--- config.mk ---
export PLATFORM = sky130hd
export DESIGN_NAME = regpush_seq
export DESIGN_NICKNAME = d
export VERILOG_FILES = /design/src/rtl/regpush_pkg.sv /design/src/rtl/regpush_pick.sv /design/src/rtl/regpush_port.sv /design/src/rtl/regpush_seq.sv
export SDC_FILE = /design/constraint.sdc
export NUM_CORES = 1
export LEC_CHECK = 0
export BUFFER_PORTS_ARGS = -buffer_cell sky130_fd_sc_hd__buf_2
export CORE_ASPECT_RATIO = 1.1
export CORE_MARGIN = 10
export CORE_UTILIZATION = 30
export CTS_CLUSTER_DIAMETER = 120
export DETAILED_ROUTE_END_ITERATION = 12
export GPL_ROUTABILITY_DRIVEN = 1
export GPL_TIMING_DRIVEN = 0
export PLACE_DENSITY = 0.52
export SYNTH_ARGS = -nofsm -noshare
export SYNTH_HDL_FRONTEND = slang
export SYNTH_SLANG_ARGS = --single-unit
export TNS_END_PERCENT = 1
--- constraint.sdc ---
create_clock -name clk -period 2.6 [get_ports clk]
set_clock_uncertainty 0.2 [all_clocks]
set_input_delay 0.13 -clock clk [delete_from_list [all_inputs] [get_ports clk]]
set_output_delay 0.13 -clock clk [all_outputs]
set_load 0.03 [all_outputs]
--- src/rtl/regpush_pkg.sv ---
package regpush_pkg;
  typedef enum logic [1:0] {
    ST_IDLE = 2'd0,
    ST_LOAD = 2'd1,
    ST_WAIT = 2'd2
  } push_st_e;
endpackage

--- src/rtl/regpush_pick.sv ---
// Priority picker: reports the highest set bit of the pending vector.
module regpush_pick #(
  parameter int W  = 32,
  parameter int IW = $clog2(W)
) (
  input  logic [W-1:0]  vec,
  output logic          any,
  output logic [IW-1:0] idx
);
  always_comb begin
    any = |vec;
    idx = '0;
    for (int i = 0; i < W; i++) begin
      if (vec[i]) idx = IW'(i);
    end
  end

  // the chosen index must point at a pending bit
  always_comb begin
    if (any) a_r2_pick_set: assert (vec[idx]);
  end
endmodule

--- src/rtl/regpush_port.sv ---
// Write request holder: loads a request and keeps it until acknowledged.
module regpush_port #(
  parameter int AW = 32,
  parameter int DW = 32
) (
  input  logic          clk,
  input  logic          rst,
  input  logic          load,
  input  logic [AW-1:0] ld_addr,
  input  logic [DW-1:0] ld_data,
  input  logic          ack,
  output logic          valid,
  output logic [AW-1:0] addr,
  output logic [DW-1:0] data
);
  always_ff @(posedge clk) begin
    if (rst) begin
      valid <= 1'b0;
      addr  <= '0;
      data  <= '0;
    end else if (load) begin
      valid <= 1'b1;
      addr  <= ld_addr;
      data  <= ld_data;
    end else if (valid && ack) begin
      valid <= 1'b0;
    end
  end

  a_r4_hold_req: assert property (@(posedge clk) disable iff (rst)
    (valid && !ack) |=> (valid && $stable(addr) && $stable(data)));
endmodule

--- src/rtl/regpush_seq.sv ---
module regpush_seq
  import regpush_pkg::*;
#(
  parameter int DW = 32,
  parameter int MW = 32,
  localparam int NREG = MW - 1,
  localparam int PIW  = $clog2(MW),
  localparam int RIW  = $clog2(NREG),
  localparam int STEP = DW / 8
) (
  input  logic           clk,
  input  logic           rst,
  input  logic           start,
  input  logic [MW-1:0]  sel_mask,
  input  logic [DW-1:0]  sp_in,
  input  logic [DW-1:0]  psw_in,
  output logic [RIW-1:0] rf_idx,
  input  logic [DW-1:0]  rf_rdata,
  output logic           wr_valid,
  output logic [DW-1:0]  wr_addr,
  output logic [DW-1:0]  wr_data,
  input  logic           wr_ack,
  output logic           busy,
  output logic           done,
  output logic [DW-1:0]  sp_out
);
  push_st_e      st;
  logic [MW-1:0] pending;
  logic [DW-1:0] sp_r;
  logic [DW-1:0] psw_r;
  logic          any;
  logic [PIW-1:0] top;
  logic          issue;
  logic [DW-1:0] push_val;
  logic [DW-1:0] sp_next;

  regpush_pick #(.W(MW), .IW(PIW)) u_pick (
    .vec (pending),
    .any (any),
    .idx (top)
  );

  assign rf_idx   = RIW'(top);
  assign issue    = (st == ST_LOAD);
  assign push_val = (top == PIW'(MW - 1)) ? psw_r : rf_rdata;
  assign sp_next  = sp_r - DW'(STEP);

  regpush_port #(.AW(DW), .DW(DW)) u_port (
    .clk     (clk),
    .rst     (rst),
    .load    (issue),
    .ld_addr (sp_next),
    .ld_data (push_val),
    .ack     (wr_ack),
    .valid   (wr_valid),
    .addr    (wr_addr),
    .data    (wr_data)
  );

  always_ff @(posedge clk) begin
    if (rst) begin
      st      <= ST_IDLE;
      pending <= '0;
      sp_r    <= '0;
      psw_r   <= '0;
      busy    <= 1'b0;
      done    <= 1'b0;
      sp_out  <= '0;
    end else begin
      done <= 1'b0;
      unique case (st)
        ST_IDLE: begin
          if (start) begin
            pending <= sel_mask;
            sp_r    <= sp_in;
            psw_r   <= psw_in;
            if (sel_mask == '0) begin
              done   <= 1'b1;
              sp_out <= sp_in;
            end else begin
              busy <= 1'b1;
              st   <= ST_LOAD;
            end
          end
        end
        ST_LOAD: begin
          pending[top] <= 1'b0;
          sp_r         <= sp_next;
          st           <= ST_WAIT;
        end
        ST_WAIT: begin
          if (wr_valid && wr_ack) begin
            if (!any) begin
              busy   <= 1'b0;
              done   <= 1'b1;
              sp_out <= sp_r;
              st     <= ST_IDLE;
            end else begin
              st <= ST_LOAD;
            end
          end
        end
        default: st <= ST_IDLE;
      endcase
    end
  end

  a_r5_empty_done: assert property (@(posedge clk) disable iff (rst)
    (start && !busy && sel_mask == '0) |=> (done && !busy && !wr_valid));

  a_r6_done_pulse: assert property (@(posedge clk) disable iff (rst)
    done |=> !done);

  a_r6_valid_busy: assert property (@(posedge clk) disable iff (rst)
    wr_valid |-> busy);

  a_r7_start_ignored: assert property (@(posedge clk) disable iff (rst)
    (busy && start && !(wr_valid && wr_ack)) |=> busy);
endmodule

# Word-level counts from Yosys, hierarchy flattened
# Index checks and enable logic that the tools add are counted.
# op_classes
add_sub_neg	1
order_cmp	2
eq_ne	8
muxes	60
n_bitwise	2
reduce_logical	13
# op_table
cell	count
32-bit 2-to-1 mux	7
32-bit one-hot mux with 2 select lines	3
5-bit 2-to-1 mux	16
32-bit bitwise AND	1
32-bit zero test	1
4-bit 2-to-1 mux	8
32-bit NOT	1
32-bit OR reduction	1
32-bit by 3-bit subtractor with 32-bit output, second input constant	1
1-bit 2-to-1 mux	13
3-bit 2-to-1 mux	4
2-bit 2-to-1 mux	5
2-bit inequality test, second input constant	5
5-bit AND reduction	2
5-bit by 6-bit < comparator with 1-bit output, second input constant	1
2-bit one-hot mux with 3 select lines	1
2-bit nonzero test	3
1-bit demux with 5-bit select	1
5-bit equality test, second input constant	1
5-bit by 1-bit >= comparator with 1-bit output, second input constant	1
1-bit one-hot mux with 2 select lines	2
2-bit AND reduction	2
3-bit AND reduction	1
2-bit by 1-bit equality test with 1-bit output, second input constant	1
other kinds (3)	4
# word_totals
register_bits	197
output_inout_bits	104
elab_cells	96

# Depth between registers and ports, before layout
# depth
ltp_word	38
depth_mapped	9
ltp_nobuf	8

# Hierarchy
# Synthesis repeated with hierarchy kept, for this count alone.
# hier_totals
cells_unflattened	1224
hier_area_um2	10465.0
# by_module_without_submodules
mod	n_inst	cells_each	area_each_um2	seq_area_each_um2
regpush_seq	1	952	7753.7	2642.5
regpush_port	1	210	2344.7	1301.2
regpush_pick	1	62	366.6	0.0

# Worst setup path after synthesis
# No wires, ideal clock.
# synth_timing
kind	register to register
start	reg pending[21]
end	reg sp_out[0]
arrival_ns	2.427
required_time_ns	2.272
setup_slack_ns	-0.155
path_stages_with_launch	9
n_path_buf	2
synth_period_minus_slack_ns	2.755
path_cell_list	dfxtp_1 > clkbuf_1 > nor4_1 > nand4_1 > nor4_2 > a21oi_1 > buf_2 > mux2i_1 > nor2_1
# synth_between
elab_chain_len	3
# synth_rtl
element	line_no	text
from (decl)	regpush_seq.sv:28	logic [MW-1:0] pending;
from (signal assigned)	regpush_seq.sv:74	pending <= sel_mask;
32-bit OR reduction	regpush_pick.sv:11	any = |vec;
2-bit inequality test (no line)	n/a	
5-bit AND reduction (no line)	n/a	
to (signal assigned)	regpush_seq.sv:79	sp_out <= sp_in;
to (signal assigned)	regpush_seq.sv:96	sp_out <= sp_r;
to (decl)	regpush_seq.sv:25	output logic [DW-1:0] sp_out
# Every way passes these cells.
# A chain may end at the register's enable or synchronous reset.

# Worst setup path in the final report
# layout_timing
start	reg sp_r[9]
end	reg u_port.addr[28]
# layout_between
elab_chain_len	1
# layout_rtl
element	line_no	text
from (decl)	regpush_seq.sv:29	logic [DW-1:0] sp_r;
from (signal assigned)	regpush_seq.sv:75	sp_r <= sp_in;
from (signal assigned)	regpush_seq.sv:88	sp_r <= sp_next;
32-bit by 3-bit subtractor with 32-bit output	regpush_seq.sv:46	assign sp_next = sp_r - DW'(STEP);
to (signal assigned)	regpush_port.sv:23	addr <= ld_addr;
to (decl)	regpush_port.sv:13	output logic [AW-1:0] addr,
# Every way passes these cells.

==> metrics.yaml <==
layout_setup_ws_ns: -0.0511
internal_power_mw: 5.54
synthMuxAreaShare: 0.118
async_reset_ff_frac: 0
antenna_left: 0
synth_fp_nets: 1190
synthXorXnorAreaFrac: 0.0203
yosysSeqAreaShare: 0.436
worst-path-buf-inv: 2
grt_pass1_vias: 9827
worstMarginPinSlew_ns: 0.915
finalMaxSlewViolations: 0
dp_hpwl_microns: 27300
outcome: "finished with violations"
critPathRequiredTime_ns: 2.76
pwr-share-seq: 0.415
yosys.area_share.simple: 0.206
port_buffers: 234
clock-sinks: 197
synthCells: 1057
finalCriticalPeriod_ns: 2.65
clk_pin_slew_ns: 0.07
numCtsBuffers: 17
hold_viol: 0
wire_per_inst_microns: 20.2
synth-seq-cells: 197
finalNetCount: 1576
synth-compound-area-share: 0.176
cp_slowest_cell: "or4_4"
total_leakage_power_nw: 5.39
cts_tree: "yes"
grt_overflow: 0
wirelength_microns: 37000
crit_family: "simple AND/OR/NAND/NOR gates"
nFillCells: 3005
grt_pass1_wl_microns: 56800
rsz0062_at_grt: "yes"
die_x_microns: 186
vias: 9414
finalNonFillerCells: 1830
synth_area_sq_mm: 0.00905
syn_to_final_growth_pct: 41.5
grtUsageTotal: 0.195
drt_pass1_iterations: 8
min_period_over_period: 1.02
crit_type: "reg2reg"
first_iter_violations: 765
crit_chain: "buf_6 -> or4_4 -> nor3_4 -> and3_4 -> buf_4 -> or3b_4 -> xor2_4 -> a211oi_2"
slew_headroom: 0.390
cap_violations: 0
synth_area_per_cell_sq_um: 8.56
synth-main-ff-cell: "dfxtp_1"
clockBufferDepth: 2
die_h_microns: 202
critical_path_arrival_ns: 2.81
power_frac_comb: 0.263
hp-class: "in2reg"
synth_fa_ha_area_frac: 0.00138
initial_core_util: 0.305
switching_share: 0.323
dp_cells: 1665
max_stage_delay_ns: 0.58
endpoint_kind: "register"
viasPerCell: 5.14
fmax_mhz: 377
htree_levels: 4
post-route-drc-count: 0
critPathLaunchType: "register"
pwr-share-clk: 0.323
ir_drop_uv: 392
drive_above_1_share: 0.242
antenna_found_initial: 2
ys_warn_count: 0
core_area_sq_mm: 0.0296
grt_max_degree: 17
place_congestion: 0.889
row_count: 66
ioPinCount: 236
power_density_mw_per_mm2: 639
fin_util: 0.432
synth_cell_type_count: 60
violations: "negative setup slack"
dieArea_sq_mm: 0.0375
synth_top_family_by_area: "simple AND/OR/NAND/NOR gates"
synth_edf_count: 0
clk_latency_ns: 0.44
clock-root-buffer: "clkbuf_16"
setup_viol_count_final: 6
path_max_fanout: 8
p_sw_mw: 2.64
worst register-to-register path: stages, from the launching register on:
cell	delay, ns
dfxtp_1	0.31
buf_6	0.13
or4_4	0.58
nor3_4	0.17
and3_4	0.21
buf_4	0.14
or3b_4	0.42
xor2_4	0.20
a211oi_2	0.23
flip-flops by register name (all words and copies together), names as in the netlist:
| register | count |
|---|---|
| u_port.valid | 1 |
| sp_out | 32 |
| sp_r | 32 |
| u_port.data | 32 |
| pending | 32 |
| busy | 1 |
| done | 1 |
| psw_r | 32 |
| u_port.addr | 32 |
| st | 2 |
metal layers:
metal | track usage | share of wire | up-vias
li1 | - | - | 4571
met1 | 0.235 | 0.42 | 4495
met2 | 0.324 | 0.48 | 289
met3 | 0.0504 | 0.071 | 59
met4 | 0.0726 | 0.032 | 0
met5 | 0 | 0 | -
path summary, 6_finish.rpt:
kind	endpoint	slack (ns)	cells past startpoint	from
max	u_port.addr[28]$_SDFFE_PP0P_	-0.05	8	sp_r[9]$_SDFFE_PP0P_
min	sp_r[30]$_SDFFE_PP0P_	0.03	3	rst
max reg2reg	u_port.addr[28]$_SDFFE_PP0P_	-0.05	8	sp_r[9]$_SDFFE_PP0P_
min reg2reg	psw_r[31]$_SDFFE_PP0P_	0.25	2	psw_r[31]$_SDFFE_PP0P_
cells by family after synthesis:
logic type / after synthesis
and+or+nand+nor: 409
buffers and inverters: 97
muxes: 103
DFF: 197
AOI/OAI and AO/OA: 229
xor gates and xnor gates: 21
adders and majority gates: 1
power by group through the flow:
stage	Clock [mW]	Sequential [mW]	Combinational (mW)
5_1_grt	2.81	3.42	2.33
6_report	2.64	3.39	2.15
4_1_cts	2.70	3.38	2.10
2_1_floorplan	0	3.56	1.09
3_3_place_gp	0	3.44	1.88
3_5_place_dp	0	3.44	1.89
placed cells by master (no fill, tap or decap), drive strengths merged, types with 5 or more instances in the layout:
cell	count
nor3b	5
nor2	161
o21ai	28
a311oi	6
a221oi	19
xnor2	18
nand2	137
or2	5
nand4	5
buf	250
mux2i	74
nor4	26
or3	6
mux2	29
clkbuf	96
inv	11
dlygate4sd3	130
a21oi	57
nand2b	10
nor2b	5
nand3	10
nor3	24
a211oi	66
a222oi	15
a21o	7
dfxtp	197
layout make-up:
type                            instances  area, sq um  share of cell area
Antenna cell                            3         7.51            0.000586
Buffer                                 86          378              0.0295
Clock buffer                           24          482              0.0376
Clock inverter                          5         75.1             0.00586
Inverter                               11         41.3             0.00322
Multi-Input combinational cell        763         4920               0.384
Sequential cell                       197         3940               0.308
Tap cell                              374          468              0.0365
Timing Repair Buffer                  367         2490               0.195
synthesized netlist by cell type, types with 4 or more instances:
master | instances | area (sq um)
inv_1 | 11 | 41.3
a311oi_1 | 6 | 52.6
nor4_2 | 5 | 62.6
a31oi_1 | 4 | 25.0
o21ai_0 | 28 | 140
a211oi_1 | 66 | 495
nor2b_1 | 5 | 31.3
a21o_1 | 7 | 52.6
nor3b_1 | 5 | 37.5
buf_2 | 5 | 25.0
a21oi_1 | 57 | 285
nor2_1 | 161 | 604
a222oi_1 | 15 | 150
buf_1 | 6 | 22.5
and2_1 | 4 | 25.0
a22oi_1 | 4 | 30.0
nor3_1 | 23 | 115
xnor2_1 | 18 | 158
or2_2 | 4 | 25.0
mux2_2 | 29 | 327
nand2b_1 | 10 | 62.6
nand2_1 | 137 | 514
clkbuf_1 | 72 | 270
or3_1 | 5 | 31.3
mux2i_1 | 74 | 741
nand3_1 | 9 | 45.0
a221oi_1 | 19 | 166
nand4_1 | 5 | 31.3
nor4_1 | 21 | 131
dfxtp_1 | 197 | 3940
through the flow:
step / power, mW / TNS [ns] / hold slack (ns) / cell area [sq um] / setup slack [ns]
2_1_floorplan: 4.66 / -0.0321 / 0.0660 / 9070 / -0.00801
5_1_grt: 8.56 / -5.65 / 0.0844 / 12800 / -0.171
3_5_place_dp: 5.33 / -42.83 / 0.176 / 10700 / -0.606
3_3_place_gp: 5.32 / -36.77 / 0.171 / 10700 / -0.521
4_1_cts: 8.18 / -0.204 / 0.0123 / 12700 / -0.0951
6_report: 8.18 / -0.0963 / 0.0333 / 12800 / -0.0511
what timing repair did:
item,CTS,global route
setup buffers,1,2
pin swaps,3,4
hold buffers,130,0
endpoints found under the setup margin,156,108
endpoints found under the hold margin,163,0
resized for setup,28,26
(Power assumes the default switching activity.)
